==> config.mk <==
export PLATFORM = sky130hd
export DESIGN_NAME = bcd_alu
export DESIGN_NICKNAME = d
export VERILOG_FILES = /design/src/rtl/bcd_alu_pkg.sv /design/src/rtl/bcd_alu_addsub.sv /design/src/rtl/bcd_alu_shift.sv /design/src/rtl/bcd_alu.sv
export SDC_FILE = /design/constraint.sdc
export NUM_CORES = 1
export LEC_CHECK = 0
export ABC_AREA = 1
export CORE_UTILIZATION = 56
export CTS_BUF_LIST = sky130_fd_sc_hd__clkbuf_16
export CTS_CLUSTER_SIZE = 16
export DETAILED_ROUTE_END_ITERATION = 10
export PLACE_DENSITY = 0.84
export SLEW_MARGIN = 25
export SYNTH_ARGS = -nofsm -noshare
export SYNTH_HDL_FRONTEND = slang
export SYNTH_SLANG_ARGS = --single-unit
==> constraint.sdc <==
create_clock -name clk -period 7.65 [get_ports clk]
set_input_delay 1.1475 -clock clk [delete_from_list [all_inputs] [get_ports clk]]
set_output_delay 1.1475 -clock clk [all_outputs]
set_load 0.005 [all_outputs]
==> src/rtl/bcd_alu_pkg.sv <==
package bcd_alu_pkg;
    localparam int DW = 8;
    localparam int NW = DW / 2;
    localparam int FW = 4;

    typedef enum logic [3:0] {
        OP_ADD = 4'd0,
        OP_SUB = 4'd1,
        OP_CMP = 4'd2,
        OP_INC = 4'd3,
        OP_DEC = 4'd4,
        OP_ASL = 4'd5,
        OP_LSR = 4'd6,
        OP_ROL = 4'd7,
        OP_ROR = 4'd8
    } alu_op_e;

    localparam logic [FW-1:0] WE_ALL = 4'b1111;
    localparam logic [FW-1:0] WE_NZC = 4'b1011;
    localparam logic [FW-1:0] WE_NZ  = 4'b1010;

    typedef struct packed {
        logic          vld;
        logic [DW-1:0] res;
        logic          n;
        logic          v;
        logic          z;
        logic          c;
        logic [FW-1:0] we;
    } alu_out_t;
endpackage

==> src/rtl/bcd_alu_addsub.sv <==
module bcd_alu_addsub
    import bcd_alu_pkg::*;
#(
    parameter bit HAS_DEC = 1'b1
) (
    input  logic [DW-1:0] a,
    input  logic [DW-1:0] m,
    input  logic          cin,
    input  logic          sub,
    input  logic          dec_on,
    output logic [DW-1:0] res,
    output logic          cout,
    output logic          ovf
);
    localparam logic [DW-1:0] ADJ_LO = DW'(6);
    localparam logic [DW-1:0] ADJ_HI = DW'(6) << NW;
    localparam logic [NW-1:0] DIG_MAX = NW'(9);

    logic [DW-1:0] m_eff;
    logic [DW:0]   raw;
    logic [DW-1:0] bin;

    always_comb begin
        m_eff = sub ? ~m : m;
        raw   = {1'b0, a} + {1'b0, m_eff} + {{DW{1'b0}}, cin};
        bin   = raw[DW-1:0];
        ovf   = (a[DW-1] ^ bin[DW-1]) & (m_eff[DW-1] ^ bin[DW-1]);
    end

    generate
        if (HAS_DEC) begin : g_dec
            logic          lo_adj;
            logic          hi_adj;
            logic [DW-1:0] mid;
            logic [DW-1:0] dadd;
            logic [NW:0]   lo_diff;
            logic [DW-1:0] dsub;

            always_comb begin
                lo_adj  = bin[NW-1:0] > DIG_MAX;
                mid     = bin + (lo_adj ? ADJ_LO : '0);
                hi_adj  = mid[DW-1:NW] > DIG_MAX;
                dadd    = mid + (hi_adj ? ADJ_HI : '0);
                lo_diff = {1'b0, a[NW-1:0]} - {1'b0, m[NW-1:0]} - {{NW{1'b0}}, ~cin};
                dsub    = bin - (lo_diff[NW] ? ADJ_LO : '0) - (raw[DW] ? '0 : ADJ_HI);
                if (!dec_on) begin
                    res  = bin;
                    cout = raw[DW];
                end else if (sub) begin
                    res  = dsub;
                    cout = raw[DW];
                end else begin
                    res  = dadd;
                    cout = raw[DW] | hi_adj;
                end
            end
        end else begin : g_bin
            always_comb begin
                res  = bin;
                cout = raw[DW];
            end
        end
    endgenerate
endmodule

==> src/rtl/bcd_alu_shift.sv <==
module bcd_alu_shift
    import bcd_alu_pkg::*;
(
    input  logic [DW-1:0] a,
    input  logic          cin,
    input  logic [3:0]    op,
    output logic [DW-1:0] res,
    output logic          cout
);
    always_comb begin
        case (op)
            OP_ASL: begin
                res  = {a[DW-2:0], 1'b0};
                cout = a[DW-1];
            end
            OP_ROL: begin
                res  = {a[DW-2:0], cin};
                cout = a[DW-1];
            end
            OP_LSR: begin
                res  = {1'b0, a[DW-1:1]};
                cout = a[0];
            end
            OP_ROR: begin
                res  = {cin, a[DW-1:1]};
                cout = a[0];
            end
            default: begin
                res  = a;
                cout = 1'b0;
            end
        endcase
    end
endmodule

==> src/rtl/bcd_alu.sv <==
module bcd_alu
    import bcd_alu_pkg::*;
#(
    parameter bit HAS_DEC = 1'b1
) (
    input  logic          clk,
    input  logic          rst_n,
    input  logic          in_valid,
    input  logic [3:0]    op,
    input  logic [DW-1:0] opnd_a,
    input  logic [DW-1:0] opnd_m,
    input  logic          carry_in,
    input  logic          dec_mode,
    input  logic          bcd_strap,
    output logic          out_valid,
    output logic [DW-1:0] result,
    output logic          flag_n,
    output logic          flag_v,
    output logic          flag_z,
    output logic          flag_c,
    output logic [FW-1:0] flag_we
);
    alu_out_t      st_d, st_q;
    logic [DW-1:0] as_res, sh_res, step_res, cmp_diff;
    logic          as_c, as_v, sh_c;

    bcd_alu_addsub #(.HAS_DEC(HAS_DEC)) u_addsub (
        .a      (opnd_a),
        .m      (opnd_m),
        .cin    (carry_in),
        .sub    (op == OP_SUB),
        .dec_on (dec_mode & bcd_strap),
        .res    (as_res),
        .cout   (as_c),
        .ovf    (as_v)
    );

    bcd_alu_shift u_shift (
        .a    (opnd_a),
        .cin  (carry_in),
        .op   (op),
        .res  (sh_res),
        .cout (sh_c)
    );

    always_comb begin
        st_d     = '0;
        cmp_diff = opnd_a - opnd_m;
        step_res = (op == OP_INC) ? opnd_a + DW'(1) : opnd_a - DW'(1);
        if (in_valid) begin
            st_d.vld = 1'b1;
            case (op)
                OP_ADD, OP_SUB: begin
                    st_d.res = as_res;
                    st_d.c   = as_c;
                    st_d.v   = as_v;
                    st_d.n   = as_res[DW-1];
                    st_d.z   = (as_res == '0);
                    st_d.we  = WE_ALL;
                end
                OP_CMP: begin
                    st_d.res = opnd_a;
                    st_d.c   = (opnd_a >= opnd_m);
                    st_d.z   = (opnd_a == opnd_m);
                    st_d.n   = cmp_diff[DW-1];
                    st_d.we  = WE_NZC;
                end
                OP_INC, OP_DEC: begin
                    st_d.res = step_res;
                    st_d.n   = step_res[DW-1];
                    st_d.z   = (step_res == '0);
                    st_d.we  = WE_NZ;
                end
                OP_ASL, OP_LSR, OP_ROL, OP_ROR: begin
                    st_d.res = sh_res;
                    st_d.c   = sh_c;
                    st_d.n   = sh_res[DW-1];
                    st_d.z   = (sh_res == '0);
                    st_d.we  = WE_NZC;
                end
                default: begin
                    st_d.res = opnd_a;
                end
            endcase
        end
    end

    always_ff @(posedge clk) begin
        if (!rst_n) begin
            st_q <= '0;
        end else begin
            st_q <= st_d;
        end
    end

    assign out_valid = st_q.vld;
    assign result    = st_q.res;
    assign flag_n    = st_q.n;
    assign flag_v    = st_q.v;
    assign flag_z    = st_q.z;
    assign flag_c    = st_q.c;
    assign flag_we   = st_q.we;
endmodule

==> results.ini <==
[logic_synthesis]
synth_cell_type_count = 44
synth-seq-cells = 16
synth_area_mm2 = 0.00275
syn_nets = 487
synth-main-ff-cell = dfxtp_1
synth_cells = 418
synth.avg_cell_area_um2 = 6.57
synth_seq_area_share_pct = 11.7
synth_warnings = 0
synthArstFlopShare_pct = 0
synth_edf_count = 0

[final_layout]
drive_gt1_share_pct = 9.33
antenna_cells = 0
fin_nets = 532
instances_no_fill = 528
final_area_mm2 = 0.00331
area_growth_pct = 20.5
fillCellCount = 405
post-route-util_pct = 70.1

[status]
run_status = complete, no violations

[sta]
hold_viol_final = 0
rsz0062_at_grt = false
max_freq_ghz = 0.151
setup_viol = 0
whs_ns = 1.70
worstMarginPinSlew_ns = 0.472
final_max_slew_viol_count = 0
fin_crit_sh_pct = 86.6
slew_headroom_pct = 68.3
period_needed_ns = 6.63
fin_tns_setup_ns = 0

[grt]
grt_first_pass_wirelength_um = 11600
grt_overflow = 0
grt_pass1_vias = 2674
grt_max_degree = 19
antenna_found_initial = 0
grt_use_total_pct = 27.8

[place]
placed_cells = 525
placed_cell_area_mm2 = 0.00324
dpl.hpwl_um = 5900
numPortBuffers = 42
gp_congestion = 0.999

[floorplan]
num_rows = 25
dieArea_mm2 = 0.00519
initial_core_util_pct = 58.1
coreArea_mm2 = 0.00472
num_io_pins = 43
chipWidth_um = 72.0
die_h_um = 72.0

[detailed_routing]
ant_nets = 0
drt-pass1-iter-count = 6
drc_errors = 0
wl_per_cell_um = 13.4
dr_total_vias = 2837
drtIter0Drc = 205
via_per_inst = 5.37
wl_um = 7070

[critical_path]
crit_arrival_ns = 6.80
criticalPathCategory = in2reg
critPathMaxStageDelay_ns = 0.50
worstSetupEndpointType = flip-flop
crit_top_cell = nand2_1
startpoint = op[2]
worstPathRequired_ns = 7.82
cp_max_fo = 18
startpoint_type = primary input
cp_slowest_cell = clkdlybuf4s50_1

[clocking]
ctsResizeCount = 0
clk_path_buf_depth = 2
cts_tree = yes
cts.sinks = 16
cts_setup_buffers = 0
cts-hold-fix-buffers = 0
htree_num_levels = 1
cts_root_buf = clkbuf_16
cts_inserted_buffers = 3
clkSlewWorstSetupHoldPaths_ns = 0.04

[min_path]
min_from = in_valid
hold_path.class = in2reg

[job]
drv_cap = 0

[pwr]
leakagePower_nw = 1.71
ir_worst_vdd_mv = 0.0963
p_per_area_mw_per_mm2 = 145

## flip-flops by register name, indices dropped and copies added (netlist names)
signal     flops
flag_v         1
flag_we        3
result         8
flag_c         1
flag_z         1
out_valid      1
flag_n         1
## Yosys cell counts, types with 2 or more instances
master    number  area (µm²)
nor2_4         2        22.5
dfxtp_1       16         320
ha_1          38         475
xor2_1        17         149
a21o_1         2        15.0
nand4_1        2        12.5
nor2_2         3        18.8
nand3_2        5        50.1
nand2_1       82         308
nor3_1         7        35.0
nand2_2       11        68.8
a21oi_1       28         140
xnor2_1        5        43.8
nor2_1        26        97.6
a22oi_1        6        45.0
nor4_1         2        12.5
inv_2          5        18.8
nand3_1       29         145
nor3_2         3        30.0
fa_1           5         100
o21ai_0       16        80.1
inv_1         77         289
o22ai_1        2        12.5
a41oi_1        3        26.3
o21ai_1        2        10.0
buf_4          2        15.0
nand3b_1       3        22.5
a21oi_2        3        26.3
## layout by cell type, fill, tap and decap left out, types with 5 or more instances in the layout
cell type,n
nand2_1,82
inv_1,77
clkdlybuf4s50_1,42
ha_1,38
nand3_1,29
a21oi_1,28
nor2_1,26
xor2_1,17
o21ai_0,16
dfxtp_1,16
nand2_2,11
nor3_1,7
a22oi_1,6
inv_2,5
nand3_2,5
xnor2_1,5
fa_1,5
## layer usage
layer  GRT usage (%)  share of wire (%)  wire length [µm]
met1            36.2                 45              3180
met5               0                  0                 0
met4            7.63                1.6               110
met3            3.06                4.8               342
met2            48.8                 49              3440
## cell type report
cell class / instances / area (µm²) / area share (%)
multi-input combinational: 316 / 2090 / 63.2
timing repair buffer: 42 / 420 / 12.7
sequential: 16 / 320 / 9.67
inverter: 84 / 318 / 9.60
tap: 67 / 83.8 / 2.53
clock buffer: 3 / 75.1 / 2.27
## kinds of logic (layout without fill, tap and decap cells)
| logic type | after synthesis | after routing | share of synthesized area [%] |
|---|---|---|---|
| DFF | 16 | 16 | 11.7 |
| adders and majority gates | 43 | 43 | 21.0 |
| and+or+nand+nor | 180 | 180 | 32.4 |
| AOI/OAI and AO/OA | 71 | 71 | 15.9 |
| xor gates and xnor gates | 22 | 22 | 7.02 |
| buffers and inverters | 86 | 129 | 12.1 |
## metrics by stage
stage          worst slack, ns  total power, mW
6_report                  1.02            0.481
2_1_floorplan             1.94            0.299
3_5_place_dp             0.855            0.380
5_1_grt                  0.636            0.521
4_1_cts                   1.06            0.478
3_3_place_gp              1.20            0.370
## final timing paths
| path | end | slack, ns | cells past startpoint |
|---|---|---|---|
| hold / removal | flag_we[2] | 1.70 | 3 |
| setup / recovery | flag_z | 1.02 | 30 |
## critical path: cells and delay by family
kind,cells,cell delay (ns)
buffers and inverters,5,0.90
AND/OR/NAND/NOR,13,1.66
AO/OA/AOI/OAI,5,0.87
XOR/XNOR,1,0.14
adder cells (fa/ha/maj),6,2.05
## where the power goes
| group | switching [mW] | total (mW) | internal [mW] |
|---|---|---|---|
| Sequential | 0.000955 | 0.0887 | 0.0877 |
| Clock | 0.0276 | 0.0958 | 0.0682 |
| Combinational | 0.181 | 0.296 | 0.115 |
Power figures use the tool's default switching activity.
